`config.mk`:
```
export PLATFORM = sky130hd
export DESIGN_NAME = diag_tap_mux
export DESIGN_NICKNAME = d
export VERILOG_FILES = /design/src/rtl/diag_tap_pkg.sv /design/src/rtl/diag_tap_sampler.sv /design/src/rtl/diag_tap_pow2_div.sv /design/src/rtl/diag_tap_mcount.sv /design/src/rtl/diag_tap_mux.sv
export SDC_FILE = /design/constraint.sdc
export NUM_CORES = 1
export LEC_CHECK = 0
export BUFFER_PORTS_ARGS = -buffer_cell sky130_fd_sc_hd__buf_2
export CORE_MARGIN = 2
export CORE_UTILIZATION = 25
export DETAILED_ROUTE_END_ITERATION = 10
export REMOVE_ABC_BUFFERS = 1
export SLEW_MARGIN = 20
export SYNTH_ARGS = -nofsm -noshare
export SYNTH_HDL_FRONTEND = slang
export SYNTH_SLANG_ARGS = --single-unit
```
`constraint.sdc`:
```
create_clock -name clk -period 1.19 [get_ports clk]
set_clock_uncertainty 0.05 [all_clocks]
set_input_delay 0.1785 -clock clk [delete_from_list [all_inputs] [get_ports clk]]
set_output_delay 0.1785 -clock clk [all_outputs]
set_load 0.03 [all_outputs]
```
`src/rtl/diag_tap_pkg.sv`:
```
package diag_tap_pkg;
  typedef enum logic [2:0] {
    TAP_SHIFT  = 3'b000,
    TAP_ONE    = 3'b001,
    TAP_REF16  = 3'b010,
    TAP_MCNT   = 3'b011,
    TAP_MAIN   = 3'b100,
    TAP_ZERO   = 3'b101,
    TAP_BYPASS = 3'b110,
    TAP_MAIN4  = 3'b111
  } tap_e;

  // Taps that never need a low-phase wait before a switch away
  function automatic logic tap_is_static(input logic [2:0] t);
    return (t == TAP_SHIFT) || (t == TAP_ONE) || (t == TAP_ZERO);
  endfunction
endpackage

```
`src/rtl/diag_tap_sampler.sv`:
```
// Samples W slow clock levels and flags their rising edges.
module diag_tap_sampler #(
  parameter int W = 4
) (
  input  logic         clk,
  input  logic         rst_n,
  input  logic [W-1:0] raw,
  output logic [W-1:0] lvl,
  output logic [W-1:0] rise
);
  logic [W-1:0] s1_q, s2_q;

  always_ff @(posedge clk or negedge rst_n) begin
    if (!rst_n) begin
      s1_q <= '0;
      s2_q <= '0;
    end else begin
      s1_q <= raw;
      s2_q <= s1_q;
    end
  end

  assign lvl  = s1_q;
  assign rise = s1_q & ~s2_q;
endmodule

```
`src/rtl/diag_tap_pow2_div.sv`:
```
// Ripple-free power-of-two divider: counts qualified rising edges, picks a tap.
module diag_tap_pow2_div #(
  parameter int STAGES = 4,
  localparam int SW = $clog2(STAGES + 1)
) (
  input  logic          clk,
  input  logic          rst_n,
  input  logic          cnt_en,
  input  logic          rise,
  input  logic          lvl,
  input  logic [SW-1:0] ratio_log2,
  output logic          div_out
);
  logic [STAGES-1:0] cnt_q, cnt_d;
  logic [STAGES:0]   taps;

  always_comb begin
    cnt_d = cnt_q;
    if (cnt_en && rise) cnt_d = cnt_q + 1'b1;
  end

  always_ff @(posedge clk or negedge rst_n) begin
    if (!rst_n) cnt_q <= '0;
    else        cnt_q <= cnt_d;
  end

  assign taps[0] = lvl;
  for (genvar k = 1; k <= STAGES; k++) begin : g_tap
    assign taps[k] = cnt_q[k-1];
  end

  assign div_out = taps[ratio_log2];
endmodule

```
`src/rtl/diag_tap_mcount.sv`:
```
// Modulo-M counter: pulse held high from every M-th tick until the next tick.
module diag_tap_mcount #(
  parameter int MW = 9
) (
  input  logic          clk,
  input  logic          rst_n,
  input  logic          tick,
  input  logic [MW-1:0] m_val,
  output logic          m_out
);
  logic [MW-1:0] cnt_q, cnt_d;
  logic          out_q, out_d;
  logic [MW-1:0] last_val;

  assign last_val = m_val - 1'b1;

  always_comb begin
    cnt_d = cnt_q;
    out_d = out_q;
    if (m_val == '0) begin
      cnt_d = '0;
      out_d = 1'b0;
    end else if (tick) begin
      if (cnt_q == last_val) begin
        cnt_d = '0;
        out_d = 1'b1;
      end else begin
        cnt_d = cnt_q + 1'b1;
        out_d = 1'b0;
      end
    end
  end

  always_ff @(posedge clk or negedge rst_n) begin
    if (!rst_n) begin
      cnt_q <= '0;
      out_q <= 1'b0;
    end else begin
      cnt_q <= cnt_d;
      out_q <= out_d;
    end
  end

  assign m_out = out_q;
endmodule

```
`src/rtl/diag_tap_mux.sv`:
```
module diag_tap_mux
  import diag_tap_pkg::*;
#(
  parameter int MW = 9,
  parameter int NW = 2,
  parameter int REF_LOG2 = 4,
  parameter int MAIN_LOG2 = 2
) (
  input  logic          clk,
  input  logic          rst_n,
  input  logic [2:0]    t_code,
  input  logic          ref_clk,
  input  logic          ser_clk,
  input  logic          ser_bit,
  input  logic          fb_clk,
  input  logic          main_clk_in,
  input  logic [MW-1:0] m_val,
  input  logic [NW-1:0] n_code,
  output logic          main_clk_out,
  output logic          diag_out
);
  localparam int NSTG   = (1 << NW) - 1;
  localparam int REF_SW = $clog2(REF_LOG2 + 1);
  localparam int MN_SW  = $clog2(MAIN_LOG2 + 1);
  localparam int I_REF = 0, I_SER = 1, I_FB = 2, I_MAIN = 3;

  // Reset: asynchronous assert, synchronous release
  logic [1:0] rst_pipe;
  logic       rst_q;
  always_ff @(posedge clk or negedge rst_n) begin
    if (!rst_n) rst_pipe <= 2'b00;
    else        rst_pipe <= {rst_pipe[0], 1'b1};
  end
  assign rst_q = rst_pipe[1];

  // Clock level sampling
  logic [3:0] lvl, rise;
  diag_tap_sampler #(.W(4)) u_smp (
    .clk (clk), .rst_n (rst_q),
    .raw ({main_clk_in, fb_clk, ser_clk, ref_clk}),
    .lvl (lvl), .rise (rise)
  );
  logic unused_fb_lvl;
  assign unused_fb_lvl = lvl[I_FB];

  logic ser_bit_q;
  always_ff @(posedge clk or negedge rst_q) begin
    if (!rst_q) ser_bit_q <= 1'b0;
    else        ser_bit_q <= ser_bit;
  end

  // Active tap selection
  logic [2:0] sel_q, sel_d;
  logic       bypass_q;
  assign bypass_q = (sel_q == TAP_BYPASS);

  // Dividers and counter
  logic ref16, main4, ndiv, m_out, m_tick;

  diag_tap_pow2_div #(.STAGES(REF_LOG2)) u_ref_div (
    .clk (clk), .rst_n (rst_q), .cnt_en (1'b1),
    .rise (rise[I_REF]), .lvl (lvl[I_REF]),
    .ratio_log2 (REF_SW'(REF_LOG2)), .div_out (ref16)
  );

  diag_tap_pow2_div #(.STAGES(MAIN_LOG2)) u_main_div (
    .clk (clk), .rst_n (rst_q), .cnt_en (1'b1),
    .rise (rise[I_MAIN]), .lvl (lvl[I_MAIN]),
    .ratio_log2 (MN_SW'(MAIN_LOG2)), .div_out (main4)
  );

  diag_tap_pow2_div #(.STAGES(NSTG)) u_n_div (
    .clk (clk), .rst_n (rst_q), .cnt_en (bypass_q),
    .rise (rise[I_SER]), .lvl (lvl[I_SER]),
    .ratio_log2 (n_code), .div_out (ndiv)
  );

  assign m_tick = bypass_q ? rise[I_SER] : rise[I_FB];

  diag_tap_mcount #(.MW(MW)) u_mcnt (
    .clk (clk), .rst_n (rst_q), .tick (m_tick),
    .m_val (m_val), .m_out (m_out)
  );

  // Source vector indexed by tap code
  logic [7:0] src;
  always_comb begin
    src             = '0;
    src[TAP_SHIFT]  = ser_bit_q;
    src[TAP_ONE]    = 1'b1;
    src[TAP_REF16]  = ref16;
    src[TAP_MCNT]   = m_out;
    src[TAP_MAIN]   = lvl[I_MAIN];
    src[TAP_ZERO]   = 1'b0;
    src[TAP_BYPASS] = m_out;
    src[TAP_MAIN4]  = main4;
  end

  logic cur_src, switch_ok;
  assign cur_src   = src[sel_q];
  assign switch_ok = tap_is_static(sel_q) || !cur_src;

  // Next state
  logic diag_d, main_d;
  always_comb begin
    sel_d  = switch_ok ? t_code : sel_q;
    diag_d = src[sel_d];
    main_d = (sel_d == TAP_BYPASS) ? ndiv : lvl[I_MAIN];
  end

  // Registers
  logic diag_q, main_q;
  always_ff @(posedge clk or negedge rst_q) begin
    if (!rst_q) begin
      sel_q  <= TAP_SHIFT;
      diag_q <= 1'b0;
      main_q <= 1'b0;
    end else begin
      sel_q  <= sel_d;
      diag_q <= diag_d;
      main_q <= main_d;
    end
  end

  assign diag_out     = diag_q;
  assign main_clk_out = main_q;
endmodule

```
[Word-level counts from Yosys, hierarchy flattened]
Cells that the tools add are included.
Word-level totals
  flip-flop bits (word level): 35
  input port bits: 21
  output and inout bits: 2
Cells by class
  add/subtract/negate cells: 5
  order comparisons: 3
  equality and inequality tests: 5
  mux-type cells: 15
  bitwise logic cells: 2
  reductions and logical operators: 8
Operator list (number)
  2-to-1 mux 9 bit: 3
  adder 9 x 1 -> 9 bit, second input constant: 1
  equality test 3 bit, second input constant: 3
  equality test 9 bit: 1
  zero test 9 bit: 1
  subtractor 9 x 1 -> 9 bit, second input constant: 1
  < comparator 3 x 4 -> 1 bit, second input constant: 2
  2-to-1 mux 1 bit: 8
  binary-select mux 1 bit (select 3 bit): 2
  adder 4 x 1 -> 4 bit, second input constant: 1
  bitwise AND 4 bit: 1
  NOT 4 bit: 1
  adder 3 x 1 -> 3 bit, second input constant: 1
  equality test 3 x 1 -> 1 bit, second input constant: 1
  zero test 3 bit: 1
  logical OR 1 bit: 3
  < comparator 2 x 3 -> 1 bit, second input constant: 1
  2-to-1 mux 3 bit: 1
  adder 2 x 1 -> 2 bit, second input constant: 1
  binary-select mux 1 bit (select 2 bit): 1
  nonzero test 2 bit: 1
  logical AND 1 bit: 1
  zero test 1 bit: 1

[Logic depth before layout (Yosys ltp)]
  depth in word-level cells: 7
  gate-level depth with buffers: 10
  mapped depth without buffers: 8

[Hierarchy]
A second synthesis with hierarchy kept.
Second synthesis, totals
  cells, all modules: 190
  area, all modules: 2059.5 µm²
By module, submodules not included
  diag_tap_mcount: instances 1, cells each 94, area an instance 835.8 µm²
  diag_tap_mux: instances 1, cells each 46, area an instance 500.5 µm²
  diag_tap_sampler: instances 1, cells each 12, area an instance 255.2 µm²
  diag_tap_pow2_div at u_ref_div: instances 1, cells each 19, area an instance 224.0 µm²
  diag_tap_pow2_div at u_n_div: instances 1, cells each 10, area an instance 147.6 µm²
  diag_tap_pow2_div at u_main_div: instances 1, cells each 9, area an instance 96.3 µm²

[Worst setup path before layout]
OpenSTA, ideal clock, no wires.
  path type: input -> register
  from: input m_val[2]
  to: register u_mcnt.cnt_q[3]
  setup time: 0.139 ns
  arrival time: 2.090 ns
  data required time: 1.001 ns
  path slack: -1.089 ns
  cell stages on the path: 8
  path through: buf_6 or4_1 buf_2 or4_1 a21oi_2 o221ai_2 a211oi_4 nor4_1
Between the ends
  word-level cells in the longest chain between the ends: 5
RTL lines
  start: declaration: line diag_tap_mux.sv:17  | input logic [MW-1:0] m_val,
  subtractor 9 x 1 -> 9 bit: line diag_tap_mcount.sv:15  | assign last_val = m_val - 1'b1;
  equality test 9 bit: line diag_tap_mcount.sv:24  | if (cnt_q == last_val) begin
  2-to-1 mux 9 bit: line diag_tap_mcount.sv:24
  2-to-1 mux 9 bit: line diag_tap_mcount.sv:23  | end else if (tick) begin
  2-to-1 mux 9 bit: line diag_tap_mcount.sv:20  | if (m_val == '0) begin
  end signal: assignment: line diag_tap_mcount.sv:39  | cnt_q <= cnt_d;
  end: declaration: line diag_tap_mcount.sv:11  | logic [MW-1:0] cnt_q, cnt_d;
Several ways; a longest one is shown, not always the timed one. The select of a mux whose other input is x is not followed.
A chain may end at the register's enable or synchronous reset.

[Final worst setup path]
  from: register u_mcnt.cnt_q[5]
  to: register u_mcnt.cnt_q[4]
Between the ends
  word-level cells in the longest chain between the ends: 4
RTL lines (line)
  equality test 9 bit: diag_tap_mcount.sv:24
  2-to-1 mux 9 bit: diag_tap_mcount.sv:24
  2-to-1 mux 9 bit: diag_tap_mcount.sv:23
  2-to-1 mux 9 bit: diag_tap_mcount.sv:20
Every way passes these cells. The select of a mux whose other input is x is not followed.

==> flow_summary.ini <==
[global_routing]
grt-ovfl-total = 0
grt_usage_pct = 11.1
antenna_found_initial = 0
grt_pass1_vias = 1796
grt_max_degree = 34
grt_pass1_wl_microns = 7660

[pwr]
p_per_area_nw_per_um2 = 1470
p_leak_uw = 0.00132
report.power.total_uw = 4380
ir_worst_vdd_mv = 0.518

[timing]
drv_slew = 0
max_freq_ghz = 0.496
final.period_utilization_pct = 169
fin_hold_ws_ps = 143
fin_ws_ps = -825
rsz0062_at_grt = yes
fin_crit_ps = 2020
setup-violations-final = 18
hold_violations = 0

[setup_path]
end_kind = flop
r2r_slack_ps = -830
crit_required_ps = 1310
critPathBufInv = 1
critical_path.max_stage_delay_ps = 480
start_kind = flop
arrival_ps = 2140
reg2reg_depth = 7
path_max_fanout = 8
critPathLaunch = u_mcnt.cnt_q[5]$_DFFE_PN0P_
cp_cell_sequence = and4bb_2 -> or4_4 -> a21oi_2 -> o221ai_2 -> a211oi_4 -> buf_6 -> nor3_1
crit_type = flop to flop
r2r_end = u_mcnt.cnt_q[4]$_DFFE_PN0P_
reg2reg_from = u_mcnt.cnt_q[5]$_DFFE_PN0P_
cpLargestDelayFamily = simple AND/OR/NAND/NOR gates
crit_slowest_cell = or4_4

[logic_synthesis]
yosysSeqAreaShare_pct = 45.2
synth-edff-count = 0
avgSynthCellArea_sq_um = 10.3
synth_seq_cells = 35
yosysUniqueCellTypes = 47
synth_cells = 188
ys_warn_count = 0
synthArstFlopShare_pct = 100
ys.flop_type = dfrtp_1
syn_area_sq_um = 1940

[finish]
multi_input_area_sq_um = 1140
nFillCells = 755
antenna_cells = 0
seqCellArea_sq_um = 877
fin_area_sq_um = 2990
area_growth_pct = 54.3
drive_gt1_share_pct = 45.8
nets = 308

[clock_tree]
cts_tree = done
clock-sinks = 35
cts_made_buffers = 5
clk_path_buf_depth = 2
clk_pin_slew_worst_paths_ps = 70
htree_levels = 2
clockRootBuffer = clkbuf_8
clock_latency_ps = 290

[floorplanning]
core.rowCount = 32
initial_core_util_pct = 25.5
io_pins = 23
die_x_microns = 92.0
core_area_sq_um = 7610
die-area_sq_um = 8470
die_h_microns = 92.0

[route]
via_count = 1720
drt-total-wl_microns = 4460
met1_length_microns = 2060
dr_wl_met2_microns = 2240
drt_iter0_markers = 33
drc = 0
highest_layer = met4
routedWlPerCell_microns = 11.5
dr.pass1.iters = 4
antenna_left = 0
dr_wl_met3_microns = 130
vias_per_cell = 4.46

[placed_design]
place_congestion = 0.755
dpl_worst_slack_ps = -1250
place_area_sq_um = 2640
numPortBuffers = 22
hpwl_microns = 3310

[min_path]
hp-class = input pin to async pin

[flow_run]
maxCapViolations = 0

[outcome]
status = finished, violations left
violations = negative setup slack
## how the worst max path moves through the flow
stage	end	cells past startpoint	slack, ps
after floorplan	u_mcnt.cnt_q[3]$_DFFE_PN0P_	8	-1240
after global placement	u_mcnt.cnt_q[5]$_DFFE_PN0P_	11	-1140
after detailed placement	u_mcnt.cnt_q[3]$_DFFE_PN0P_	11	-1250
after CTS	u_mcnt.cnt_q[3]$_DFFE_PN0P_	7	-830
after global routing	u_mcnt.cnt_q[3]$_DFFE_PN0P_	8	-920
final	u_mcnt.cnt_q[4]$_DFFE_PN0P_	7	-830
## cell usage after synthesis, types with 5 or more instances
master,n,area share (%)
nor4_1,5,1.6
dfrtp_1,35,45
xnor2_1,15,6.8
o21ai_0,5,1.3
nor3_1,7,1.8
and3_1,6,1.9
nor2b_1,7,2.3
nor2_1,12,2.3
nand2_1,14,2.7
mux2i_1,7,3.6
xor2_1,6,2.7
clkbuf_1,5,0.97
## state kept, by name, summed over array words and instances (netlist names), 2 cells and up
signal,flops
u_smp.lvl,4
u_n_div.cnt_q,3
u_main_div.cnt_q,2
sel_q,3
rst_pipe,2
u_mcnt.cnt_q,9
u_smp.s2_q,4
u_ref_div.cnt_q,4
## logic make-up (layout without fill, tap and decap cells)
| kind of cell | Yosys count | count (layout) | share of synthesized area (%) |
|---|---|---|---|
| DFF | 35 | 35 | 45.2 |
| and+or+nand+nor | 77 | 77 | 22.6 |
| AOI/OAI and AO/OA | 28 | 28 | 10.7 |
| buffers and inverters | 11 | 107 | 2.65 |
| adders and majority gates | 4 | 4 | 2.58 |
| other | 1 | 1 | 0.194 |
| muxes | 11 | 11 | 6.52 |
| xor gates and xnor gates | 21 | 21 | 9.50 |
## worst register-to-register path, stage by stage, from the launching register on
cell and delay, ps:
dfrtp_1 420, and4bb_2 240, or4_4 480, a21oi_2 150
o221ai_2 130, a211oi_4 230, buf_6 160, nor3_1 60
## stage by stage
step           std cells  utilization, %  setup TNS, ps
5_1_grt              386            39.3         -11970
6_report             386            39.3         -10550
4_1_cts              386            38.2         -10780
2_1_floorplan        180               -         -13760
3_5_place_dp         370            34.7         -14650
3_3_place_gp         370            34.7         -14380
## cells in the final DEF (no fill, tap or decap), drive strengths merged, types with 7 or more instances in the layout
cell type,n
dfrtp,35
buf,90
nor2b,7
nand2,14
mux2i,7
xnor2,15
nor3,7
nor2,12
## routing by layer
layer  track usage, %  vias up
li1                 -      863
met1             13.3      833
met2             20.0       19
met3             2.55        5
met4             2.99        0
met5                0        -
## cell type report
class | count | area share [%]
clock buffer | 5 | 2.30
timing repair buffer | 96 | 24.2
clock inverter | 3 | 1.47
sequential | 35 | 29.4
tap | 102 | 4.27
multi-input combinational | 142 | 38.0
inverter | 3 | 0.377
## repair_timing
item,4_1_cts,5_1_grt
hold endpoints to repair,7,0
hold buffers,6,0
endpoints found under the setup margin,18,18
pin swaps,9,4
buffers inserted,3,0
resized for setup,20,15
## report_power, final
group / internal [uW] / switching (uW)
Clock: 623 / 437
Combinational: 943 / 721
Sequential: 1470 / 189
Note: power is estimated with default switching activity, not from simulation.
